`config.mk`:
```
export PLATFORM = sky130hd
export DESIGN_NAME = rs_pkt_flag_gen
export DESIGN_NICKNAME = d
export VERILOG_FILES = /design/src/rtl/rs_flag_pkg.sv /design/src/rtl/rs_pkt_pos_ctr.sv /design/src/rtl/rs_pkt_classify.sv /design/src/rtl/rs_pkt_good_hold.sv /design/src/rtl/rs_pkt_flag_gen.sv
export SDC_FILE = /design/constraint.sdc
export NUM_CORES = 1
export LEC_CHECK = 0
export BUFFER_PORTS_ARGS = -buffer_cell sky130_fd_sc_hd__clkbuf_2
export CORE_MARGIN = 2
export CORE_UTILIZATION = 53
export DETAILED_ROUTE_END_ITERATION = 16
export GPL_TIMING_DRIVEN = 0
export MAX_ROUTING_LAYER = met4
export PLACE_DENSITY = 0.78
export SYNTH_ARGS = -nofsm -noshare
export SYNTH_HDL_FRONTEND = slang
export SYNTH_SLANG_ARGS = --single-unit
```
`constraint.sdc`:
```
create_clock -name clk -period 3.54 [get_ports clk]
set_input_delay 0.354 -clock clk [delete_from_list [all_inputs] [get_ports clk]]
set_output_delay 0.354 -clock clk [all_outputs]
set_load 0.02 [all_outputs]
```
`src/rtl/rs_flag_pkg.sv`:
```
package rs_flag_pkg;
   typedef enum logic [1:0] {
      BK_SYNC   = 2'd0,
      BK_DATA   = 2'd1,
      BK_PARITY = 2'd2
   } byte_kind_e;

   function automatic int unsigned pkt_len(input int unsigned pay, input int unsigned par);
      return 1 + pay + par;
   endfunction
endpackage

```
`src/rtl/rs_pkt_pos_ctr.sv`:
```
module rs_pkt_pos_ctr #(
   parameter int unsigned PAY_EXT = 223,
   parameter int unsigned PAY_INT = 238,
   parameter int unsigned PAR_N   = 16,
   parameter int unsigned POS_W   = 8
) (
   input  logic             clk,
   input  logic             rst_n,
   input  logic             adv_i,
   input  logic             sop_i,
   input  logic             ext_sync_i,
   output logic [POS_W-1:0] pos_o,
   output logic             mode_o,
   output logic             first_o
);
   import rs_flag_pkg::*;

   localparam int unsigned LEN_EXT = pkt_len(PAY_EXT, PAR_N);
   localparam int unsigned LEN_INT = pkt_len(PAY_INT, PAR_N);
   localparam logic [POS_W-1:0] LAST_EXT = POS_W'(LEN_EXT - 1);
   localparam logic [POS_W-1:0] LAST_INT = POS_W'(LEN_INT - 1);

   generate
      if ((LEN_EXT > (1 << POS_W)) || (LEN_INT > (1 << POS_W))) begin : g_bad_w
         $error("rs_pkt_pos_ctr: POS_W too small for packet length");
      end
   endgenerate

   logic [POS_W-1:0] cnt_q;
   logic             mode_q;
   logic [POS_W-1:0] last;

   always_comb begin
      pos_o   = sop_i ? '0 : cnt_q;
      first_o = (pos_o == '0);
      mode_o  = first_o ? ext_sync_i : mode_q;
      last    = mode_o ? LAST_EXT : LAST_INT;
   end

   always_ff @(posedge clk or negedge rst_n) begin
      if (!rst_n) begin
         cnt_q  <= '0;
         mode_q <= 1'b0;
      end else if (adv_i) begin
         cnt_q <= (pos_o == last) ? '0 : pos_o + 1'b1;
         if (first_o) mode_q <= ext_sync_i;
      end
   end
endmodule

```
`src/rtl/rs_pkt_classify.sv`:
```
module rs_pkt_classify #(
   parameter int unsigned PAY_EXT = 223,
   parameter int unsigned PAY_INT = 238,
   parameter int unsigned POS_W   = 8
) (
   input  logic                      [POS_W-1:0] pos_i,
   input  logic                                  mode_i,
   output rs_flag_pkg::byte_kind_e               kind_o
);
   import rs_flag_pkg::*;

   localparam logic [POS_W-1:0] PEND_EXT = POS_W'(PAY_EXT);
   localparam logic [POS_W-1:0] PEND_INT = POS_W'(PAY_INT);

   logic [POS_W-1:0] pay_end;

   always_comb begin
      pay_end = mode_i ? PEND_EXT : PEND_INT;
      if (pos_i == '0)          kind_o = BK_SYNC;
      else if (pos_i <= pay_end) kind_o = BK_DATA;
      else                       kind_o = BK_PARITY;
   end
endmodule

```
`src/rtl/rs_pkt_good_hold.sv`:
```
module rs_pkt_good_hold (
   input  logic clk,
   input  logic rst_n,
   input  logic adv_i,
   input  logic first_i,
   input  logic ok_i,
   output logic good_o
);
   logic good_q;

   assign good_o = first_i ? ok_i : good_q;

   always_ff @(posedge clk or negedge rst_n) begin
      if (!rst_n)                 good_q <= 1'b0;
      else if (adv_i && first_i)  good_q <= ok_i;
   end
endmodule

```
`src/rtl/rs_pkt_flag_gen.sv`:
```
module rs_pkt_flag_gen #(
   parameter int unsigned DATA_W  = 8,
   parameter int unsigned PAY_EXT = 223,
   parameter int unsigned PAY_INT = 238,
   parameter int unsigned PAR_N   = 16,
   parameter bit          OUT_REG = 1'b1
) (
   input  logic              clk,
   input  logic              rst_n,
   input  logic              byte_en_i,
   input  logic              sop_i,
   input  logic              ext_sync_i,
   input  logic              pkt_ok_i,
   input  logic [DATA_W-1:0] din_i,
   output logic [DATA_W-1:0] dout_o,
   output logic              out_stb_o,
   output logic              psync_o,
   output logic              dvalid_o,
   output logic              pgood_o
);
   import rs_flag_pkg::*;

   localparam int unsigned LEN_MAX = (PAY_EXT > PAY_INT) ? pkt_len(PAY_EXT, PAR_N)
                                                          : pkt_len(PAY_INT, PAR_N);
   localparam int unsigned POS_W = $clog2(LEN_MAX);

   generate
      if (DATA_W == 0) begin : g_bad_dw
         $error("rs_pkt_flag_gen: DATA_W must be nonzero");
      end
      if (PAR_N == 0) begin : g_bad_par
         $error("rs_pkt_flag_gen: PAR_N must be nonzero");
      end
   endgenerate

   logic [POS_W-1:0] pos;
   logic             mode_eff;
   logic             first;
   logic             good;
   byte_kind_e       kind;

   rs_pkt_pos_ctr #(
      .PAY_EXT(PAY_EXT), .PAY_INT(PAY_INT), .PAR_N(PAR_N), .POS_W(POS_W)
   ) u_ctr (
      .clk(clk), .rst_n(rst_n), .adv_i(byte_en_i), .sop_i(sop_i),
      .ext_sync_i(ext_sync_i), .pos_o(pos), .mode_o(mode_eff), .first_o(first)
   );

   rs_pkt_classify #(
      .PAY_EXT(PAY_EXT), .PAY_INT(PAY_INT), .POS_W(POS_W)
   ) u_cls (
      .pos_i(pos), .mode_i(mode_eff), .kind_o(kind)
   );

   rs_pkt_good_hold u_good (
      .clk(clk), .rst_n(rst_n), .adv_i(byte_en_i), .first_i(first),
      .ok_i(pkt_ok_i), .good_o(good)
   );

   logic ps_n, dv_n, pg_n;
   assign ps_n = (kind == BK_SYNC);
   assign dv_n = (kind == BK_DATA);
   assign pg_n = good;

   generate
      if (OUT_REG) begin : g_reg
         logic [DATA_W-1:0] d_q;
         logic              stb_q, ps_q, dv_q, pg_q;
         always_ff @(posedge clk or negedge rst_n) begin
            if (!rst_n) begin
               d_q   <= '0;
               stb_q <= 1'b0;
               ps_q  <= 1'b0;
               dv_q  <= 1'b0;
               pg_q  <= 1'b0;
            end else begin
               stb_q <= byte_en_i;
               if (byte_en_i) begin
                  d_q  <= din_i;
                  ps_q <= ps_n;
                  dv_q <= dv_n;
                  pg_q <= pg_n;
               end
            end
         end
         assign dout_o    = d_q;
         assign out_stb_o = stb_q;
         assign psync_o   = ps_q;
         assign dvalid_o  = dv_q;
         assign pgood_o   = pg_q;
      end else begin : g_comb
         assign dout_o    = din_i;
         assign out_stb_o = byte_en_i;
         assign psync_o   = byte_en_i & ps_n;
         assign dvalid_o  = byte_en_i & dv_n;
         assign pgood_o   = byte_en_i & pg_n;
      end
   endgenerate
endmodule

```
==> results.md, run 1 <==
- The flow ran to the end, and the final reports show no timing, DRC or antenna violations.
- The number of failing hold endpoints at the final stage is 0.
- The transition time of the tightest slew-check pin is about 0.55 ns.
- Counting I/O delays and the setup requirement, the final critical path takes 2.892 ns.
- The launching element type of the critical path is a flop.
- Power spread over the standard cell area amounts to 462.7 mW/mm².
- Multiplexer cells account for 10.40% of the synthesized area.
- The setup check on the worst reg-to-reg path leaves a slack of ~0.65 ns.
- The analysis attributes to net switching a power of 0.2162 mW.
- The peak ir drop on the vdd network is 0.0003193 V.
- The sink count of the clock tree is 22.
- The worst setup path endpoint is u_ctr.cnt_q[5].
- From left edge to right edge, the die measures approximately 50 µm.
- The clock transition at the registers of the reported paths is roughly 0.11 ns.
- The dominant combinational cell family by area after synthesis is compound AO/OA/AOI/OAI gates.
- The CTS tree is done.
- The number of buffers inserted by hold repair at cts is 0.
- The placed standard-cell area is 0.001351 mm².
- The number of placed I/O pins is 26.
- The count of inserted antenna diode cells is 0.
- The endpoint of the worst register-to-register path is u_ctr.cnt_q[5].
- Of all nets on the critical path, the largest fanout is 6.
- Of the total power, the share spent switching nets is about a third.
- Once the floorplan was initialized, standard cells occupied between 50% and 60% of the core.
- The worst register-to-register path has a depth of 12.
- The most common library cell in the layout ignoring fill and taps is sky130_fd_sc_hd__clkbuf_2.
- The max-slew violation count was 0.
- The fraction of power consumed by the clock network is between 10% and 20%.
- The post-detailed-route count of antenna-violating nets is 0.
- The synthesized netlist devotes 4.202% of its cell area to adder and majority cells.
- The die covers 0.002642 mm².
- The number of buffers inserted by port buffering is 25.
- The share of total power dissipated in combinational logic is 31.2%.
- Synthesis produced a netlist whose cell count is approximately 110.
- The count of warnings emitted by yosys is 0.
- CTS placed an instance of sky130_fd_sc_hd__clkbuf_4 at the clock tree root.
- The post-synth net total is 132.
- The combined global-route utilization of all metal layers is 21.00%.
- The synthesized netlist contains 39 unique library cells.
- The wire length of the first global-routing pass is slightly above 4000 µm.
- The height of the die is 51.41 µm.
- The synthesized design contains 0 enable-type register cells.
- In this run the worst hold path is classified as primary input to async pin.
- The kind of critical path is flop to flop.
- The biggest cell delay along the critical path is 0.43 ns.
- The layout overhead on the synthesized area is 15.34%.
- In this design, the largest share of critical-path delay is due to simple AND/OR/NAND/NOR gates.
- The number of global-route vias before repair was a little under 1000.
- In the layout the commonest cells are sky130_fd_sc_hd__clkbuf_2 (25), sky130_fd_sc_hd__dfrtp_1 (22), sky130_fd_sc_hd__mux2_2 (11).
- The synthesized netlist devotes 15.55% of its cell area to simple gates.
- The total grt overflow is 0.
- The final setup violation count is 0.
- In this run, post-CTS repair resized a total of 0 instances.
- The number of DRC violations after detailed-routing iteration 0 is 27.
- The core occupancy in the finished layout is between 60% and 70%.
- Counting flops with an async set or reset pin after synthesis yields a share of 100.0%.
- Traced cell by cell, the critical path runs through nor2b_1, inv_1, ha_1, o21ai_1, mux2_2, ha_1, and4_1, and3_1, clkbuf_1, nor3_1, o21ai_0, o21ai_0.
- Headroom to the max-slew limit came out at 63.51%.
- Sequential elements use 46.22% of the synthesized area.
- The number of antenna violations at the first check in global routing is 0.
- Tracing the worst setup path back leads to its startpoint at u_ctr.cnt_q[1].
- The HPWL after detailed placement is 1852 µm.
- Once layout is done, the placed cells without fillers occupy roughly 0.0014 mm².
- Dividing the detail-routed via count by the number of cells gives 5.771.
- For this block, the via count after detailed routing is 981.
- The critical path runs through a total of 12 cells.
- On the final layout, the worst hold slack is 0.009807 ns.
- Dividing the synthesized area by the synthesized cell count gives 10.45 µm².
- The synthesized netlist devotes less than 1% of its cell area to XOR and XNOR gates.
- Data arrives at the worst endpoint at 3.08 ns.
- The slowest stage cell on the critical path is sky130_fd_sc_hd__dfrtp_1.
- The clock arrives with 0.004334 ns of skew.
- The number of iterations in the first detailed-routing pass is 4.
- Registers are responsible for around half of the overall power.
- For this design the static power due to leakage is 0.6352 nW.
- The DRC violation count after routing is 0.
- The worst register-to-register path begins at u_ctr.cnt_q[1].
- The number of maximum-capacitance constraint violations is 0.
- Setup repair after global routing left no endpoint under its margin.
- The final total negative setup slack is 0 ns.
- The longest clock path from root to sink contains 2 buffers.
- The cell area that synthesis handed to floorplanning was 0.001191 mm².
- The number of buffers and inverters on the critical path is 2.
- The total clock buffers created by CTS is 3.
- The region available for standard cell placement spans ~0.0022 mm².
- The row count is 17.
- At the end of routability-driven placement, the weighted congestion stood at ~0.9.
- The routed wire length is 2425 µm.
- The post-route clock period utilization is around four fifths.
- The data required time of the worst path is 3.73 ns.
- The post-CTS setup-driven buffer insertion count is 0.
- The net total in the final layout is 162.
- Cells with a size suffix above 1 make up 31.69% of the layout.
- In this run the number of H-tree levels came out at 1.
- Fill cells in the final layout number 187.
- Synthesis inferred 22 register bits.
- In the final layout, the multi-input gates occupy between 500 and 600 µm².
- The pin count of the biggest net entering global routing is 23.
- The most used flip-flop cell after synthesis is sky130_fd_sc_hd__dfrtp_1.
- Derived from the worst setup path, the maximum achievable clock frequency is 0.3458 GHz.
- The worst setup path is captured at a flop.
- Clock latency on the worst-skew pair, taken at its later pin, is 0.30 ns.
- The routed length per instance is about 14 µm.
- The area of all sequential standard cells is 550.5 µm².
- The design internal power is 0.4194 mW.
- Summing the areas of all compound-gate instances in the mapped netlist gives 17.44% of the synthesized area.
## power by group through the flow
stage                     sequential (mW)  combinational [mW]  clock [mW]
final                               0.326               0.199       0.111
after global routing                0.334               0.221       0.122
after CTS                           0.326               0.200       0.114
after detailed placement            0.332               0.200           0
after global placement              0.329               0.192           0
after floorplan                     0.348               0.120           0
## worst reg2reg max path: stages, from the launching register on
cell	delay, ns
sky130_fd_sc_hd__dfrtp_1	0.43
sky130_fd_sc_hd__nor2b_1	0.26
sky130_fd_sc_hd__inv_1	0.08
sky130_fd_sc_hd__ha_1	0.22
sky130_fd_sc_hd__o21ai_1	0.17
sky130_fd_sc_hd__mux2_2	0.39
sky130_fd_sc_hd__ha_1	0.27
sky130_fd_sc_hd__and4_1	0.19
sky130_fd_sc_hd__and3_1	0.15
sky130_fd_sc_hd__clkbuf_1	0.26
sky130_fd_sc_hd__nor3_1	0.09
sky130_fd_sc_hd__o21ai_0	0.17
sky130_fd_sc_hd__o21ai_0	0.11
## metrics by stage
step                      cells  power (mW)  setup slack [ns]
final                       170      0.6357            0.6478
after global routing        170      0.6773            0.3829
after CTS                   170      0.6403            0.6617
after detailed placement    167      0.5314            0.6390
after global placement      167      0.5211            0.6819
after floorplan             114      0.4680            0.9888
## kinds of logic after synthesis
family | Yosys count
AO/OA/AOI/OAI | 29
XOR/XNOR | 1
adder cells (fa/ha/maj) | 4
buffers and inverters | 14
flip-flops | 22
multiplexers | 11
AND/OR/NAND/NOR | 33
## per-layer routing
metal / global-route usage (%) / wire, µm / vias to the layer above
met5: - / 0 / -
met4: 6.579 / 35 / 0
met3: 3.801 / 129 / 5
met2: 35.04 / 1185 / 29
met1: 25.90 / 1074 / 469
li1: - / - / 478
## Yosys cell counts, types with 2 or more instances
master	instances	share of area (%)
sky130_fd_sc_hd__dfrtp_1	22	46
sky130_fd_sc_hd__mux2_2	11	10
sky130_fd_sc_hd__inv_1	6	1.9
sky130_fd_sc_hd__nor2_1	6	1.9
sky130_fd_sc_hd__o21ai_0	6	2.5
sky130_fd_sc_hd__nand2_1	5	1.6
sky130_fd_sc_hd__a31oi_1	4	2.1
sky130_fd_sc_hd__and3_1	4	2.1
sky130_fd_sc_hd__clkbuf_1	4	1.3
sky130_fd_sc_hd__ha_1	4	4.2
sky130_fd_sc_hd__nor3_1	4	1.7
sky130_fd_sc_hd__nand3_1	3	1.3
sky130_fd_sc_hd__nor2b_1	3	1.6
sky130_fd_sc_hd__o2bb2ai_1	3	2.2
sky130_fd_sc_hd__a41oi_1	2	1.5
sky130_fd_sc_hd__and2_1	2	1.1
sky130_fd_sc_hd__o211ai_1	2	1.3
sky130_fd_sc_hd__o31ai_1	2	1.3
## layout make-up
cell class                      count  area share [%]
Buffer                              7           2.823
Multi-Input combinational cell     78           41.89
Clock buffer                        3           1.639
Inverter                            7           1.913
Sequential cell                    22           40.07
Tap cell                           28           2.550
Timing Repair Buffer               25           9.107
## registers in the layout, summed over array words and instances (netlist names)
| signal | count |
|---|---|
| psync_o | 1 |
| u_good.good_q | 1 |
| out_stb_o | 1 |
| dvalid_o | 1 |
| pgood_o | 1 |
| dout_o | 8 |
| u_ctr.cnt_q | 8 |
| u_ctr.mode_q | 1 |
## how the worst min path moves through the flow
stage	start	end	slack, ns
2_1_floorplan	rst_n	dout_o[0]	0.06
3_3_place_gp	rst_n	u_ctr.cnt_q[6]	0.36
3_5_place_dp	rst_n	u_ctr.cnt_q[6]	0.36
4_1_cts	rst_n	dvalid_o	0.03
5_1_grt	rst_n	u_ctr.cnt_q[5]	0.05
6_report	rst_n	dvalid_o	0.01
Note: power is estimated with default switching activity, not from simulation.
==> inputs of run 2 (changes only) <==
clock period = 3 ns   (was 3.54 ns; I/O delays follow)
==> results.md, run 2 (synthesized netlist as in run 1, its figures left out) <==
- The flow ran to the end, and the final reports show no timing, DRC or antenna violations.
- The number of failing hold endpoints at the final stage came to 0 (unchanged).
- The latest clock arrival within the worst-skew pair is 0.31 ns (about the same).
- The sum of net half-perimeters after detailed placement was 1852 µm (unchanged).
- The depth of the worst register-to-register path is 10 (-2).
- The fraction of power consumed by the clock network was 17.6% (+0.2 points).
- The final period demand of the worst path is 2.776 ns (-0.1161 ns).
- The path category of the worst min-delay check is primary input to flop.
- The peak ir drop on the vdd network is 0.0003767 V (+18%).
- The library cells used most frequently in the layout, excluding fill and tap cells, are sky130_fd_sc_hd__clkbuf_2 (25), sky130_fd_sc_hd__dfrtp_1 (22), sky130_fd_sc_hd__mux2_2 (11).
- The number of placed I/O pins is 26 (unchanged).
- The post-CTS setup-driven buffer insertion count is 0 (unchanged).
- The row count is 17 (unchanged).
- The start of the worst register-to-register path is u_ctr.cnt_q[1].
- The slack of the worst reg-to-reg path is 0.22 ns (-0.42 ns).
- The cell leakage power is 0.6377 nW (+0.39%).
- The number of maximum-capacitance constraint violations came to 0 (unchanged).
- The routed via count divided by cell count was 5.841 (+1.2%).
- The DRC violation count after routing was 0 (unchanged).
- The power per cell area is 544.9 mW/mm² (+18%).
- The max-slew violation count is 0 (unchanged).
- The layout cell share with drive strength beyond 1 is 32.39% (+0.70 points).
- The CTS tree is done.
- The design internal power is 0.4958 mW (+18%).
- The final total negative setup slack is 0 ns (unchanged).
- The sequential share of power was 51.2% (about the same).
- The worst hold path begins at byte_en_i.
- The sink count of the clock tree is 22 (unchanged).
- The core box area is 0.002170 mm² (unchanged).
- The total clock buffers created by CTS is 3 (unchanged).
- The data arrival time of the critical path is 3.01 ns (-0.07 ns).
- The count of inserted antenna diode cells is 0 (unchanged).
- The number of buffers inserted by port buffering was 25 (unchanged).
- The total power draw is 0.7527 mW (+18%).
- Setup repair after global routing left no endpoint under its margin.
- The combined global-route utilization of all metal layers is 21.00% (unchanged).
- The maximum clock skew at final layout is 0.002782 ns (-0.001553 ns).
- The data required time of the worst path is 3.23 ns (-0.50 ns).
- The pin count of the biggest net entering global routing was 23 (unchanged).
- The post-detailed-route count of antenna-violating nets is 0 (unchanged).
- The worst setup path endpoint is u_ctr.cnt_q[7].
- The final setup violation count came to 0 (unchanged).
- The remaining max-slew budget at the tightest pin is 63.61% (+0.10 points).
- The detailed-route via count is 993 (+1.2%).
- STA classifies the critical path startpoint as a flop.
- The number of iterations in the first detailed-routing pass is 5 (+1).
- The total grt overflow came to 0 (unchanged).
- The initial core utilization came to 54.90% (unchanged).
- Relative to the synthesized area, the layout overhead comes to 15.97%.
- The routed length per instance is 14.23 µm (-0.25%).
- The post-route clock period utilization is 92.54% (+11 points).
- The combinational share of power is 31.2% (about the same).
- The wire length of the first global-routing pass is 4057 µm (unchanged).
- The maximum clock frequency is 0.3602 GHz (+4.2%).
- The full die area is 0.002642 mm² (unchanged).
- The type of element capturing the critical path is a flop.
- The height of the die came to 51.41 µm (unchanged).
- The number of global-route vias before repair was 973 (unchanged).
- The net total in the final layout is 162 (unchanged).
- The fill cell instance count of the final layout came to 187 (unchanged).
- The kind of critical path is flop to flop.
- The switching power as a share of total power is 34.14% (+0.12 points).
- In this run the critical register-to-register path is captured at u_ctr.cnt_q[7].
- The buffer depth of the longest clock path is 2 (unchanged).
- The clock transition at the registers of the reported paths is 0.11 ns (about the same).
- The peak fanout along the critical path came to 6 (unchanged).
- The routability congestion estimate from global placement is 0.9251 (unchanged).
- The width of the die came to 51.41 µm (unchanged).
- The most common library cell in the layout ignoring fill and taps is sky130_fd_sc_hd__clkbuf_2.
- The startpoint of the worst setup timing path is u_ctr.cnt_q[1].
- The power spent charging and discharging nets came to 0.2570 mW (+19%).
- The routed wire length was 2419 µm (-0.25%).
- The number of DRC violations after detailed-routing iteration 0 is 37 (+37%).
- The tree is rooted in a sky130_fd_sc_hd__clkbuf_4.
- The transition time of the tightest slew-check pin was 0.5459 ns (-0.001539 ns).
- The number of antenna violations at the first check in global routing came to 0 (unchanged).
- The maximum level of the CTS H-tree is 1 (unchanged).
run 2: cell types whose count changed in the layout (fill, tap and decap cells not counted), sizes merged:
cell,previous run,this run
clkbuf,32,31
dlygate4sd3,0,1
run 2: area by class of cell:
type | count | area [µm²] | area share [%]
buffer | 6 | 35.03 | 2.536
multi-input combinational | 78 | 576.8 | 41.76
tap | 28 | 35.03 | 2.536
inverter | 7 | 26.28 | 1.902
timing repair buffer | 26 | 135.1 | 9.783
clock buffer | 3 | 22.52 | 1.630
sequential | 22 | 550.5 | 39.86
run 2: power groups by stage:
| stage | registers (mW) | logic (mW) | clock network, mW |
|---|---|---|---|
| 3_5_place_dp | 0.391 | 0.236 | 0 |
| 6_report | 0.385 | 0.235 | 0.133 |
| 5_1_grt | 0.394 | 0.262 | 0.144 |
| 4_1_cts | 0.385 | 0.238 | 0.134 |
| 2_1_floorplan | 0.411 | 0.142 | 0 |
| 3_3_place_gp | 0.388 | 0.227 | 0 |
run 2: layer usage:
metal | wire length [µm] | vias up | global-route usage [%]
met5 | 0 | - | -
met4 | 35 | 0 | 6.579
met3 | 128 | 5 | 3.801
met2 | 1190 | 34 | 35.04
met1 | 1065 | 478 | 25.90
li1 | - | 476 | -
run 2: how the worst min path moves through the flow:
stage,to,slack [ns],cells past startpoint
2_1_floorplan,dout_o[0],0.004,0
3_3_place_gp,u_ctr.cnt_q[6],0.31,1
3_5_place_dp,u_ctr.cnt_q[6],0.31,1
4_1_cts,out_stb_o,0.12,1
5_1_grt,out_stb_o,0.11,1
6_report,out_stb_o,0.12,1
run 2: what timing repair did:
item	4_1_cts	5_1_grt
hold buffers	1	0
gates resized for setup	0	1
setup endpoints to repair	0	5
hold endpoints to repair	22	0
run 2: worst max-delay path, stage by stage (launching register included):
cell,delay [ns]
sky130_fd_sc_hd__dfrtp_1,0.43
sky130_fd_sc_hd__nor2b_1,0.26
sky130_fd_sc_hd__inv_1,0.07
sky130_fd_sc_hd__ha_1,0.22
sky130_fd_sc_hd__o21ai_1,0.17
sky130_fd_sc_hd__mux2_2,0.39
sky130_fd_sc_hd__ha_1,0.27
sky130_fd_sc_hd__and4_1,0.16
sky130_fd_sc_hd__and3_2,0.23
sky130_fd_sc_hd__a311o_1,0.33
sky130_fd_sc_hd__a31oi_1,0.17
run 2: per-stage QoR:
stage          hold slack (ns)  cell area, µm²  instances  setup slack, ns  util [%]
6_report                0.1173            1381        170           0.2239     63.67
5_1_grt                 0.1056            1381        170          0.04284     63.67
3_5_place_dp            0.3094            1351        167           0.1530     62.28
4_1_cts                 0.1197            1384        171           0.1217     63.78
3_3_place_gp            0.3076            1351        167           0.1959     62.28
2_1_floorplan         0.004409            1191        114           0.4488         -
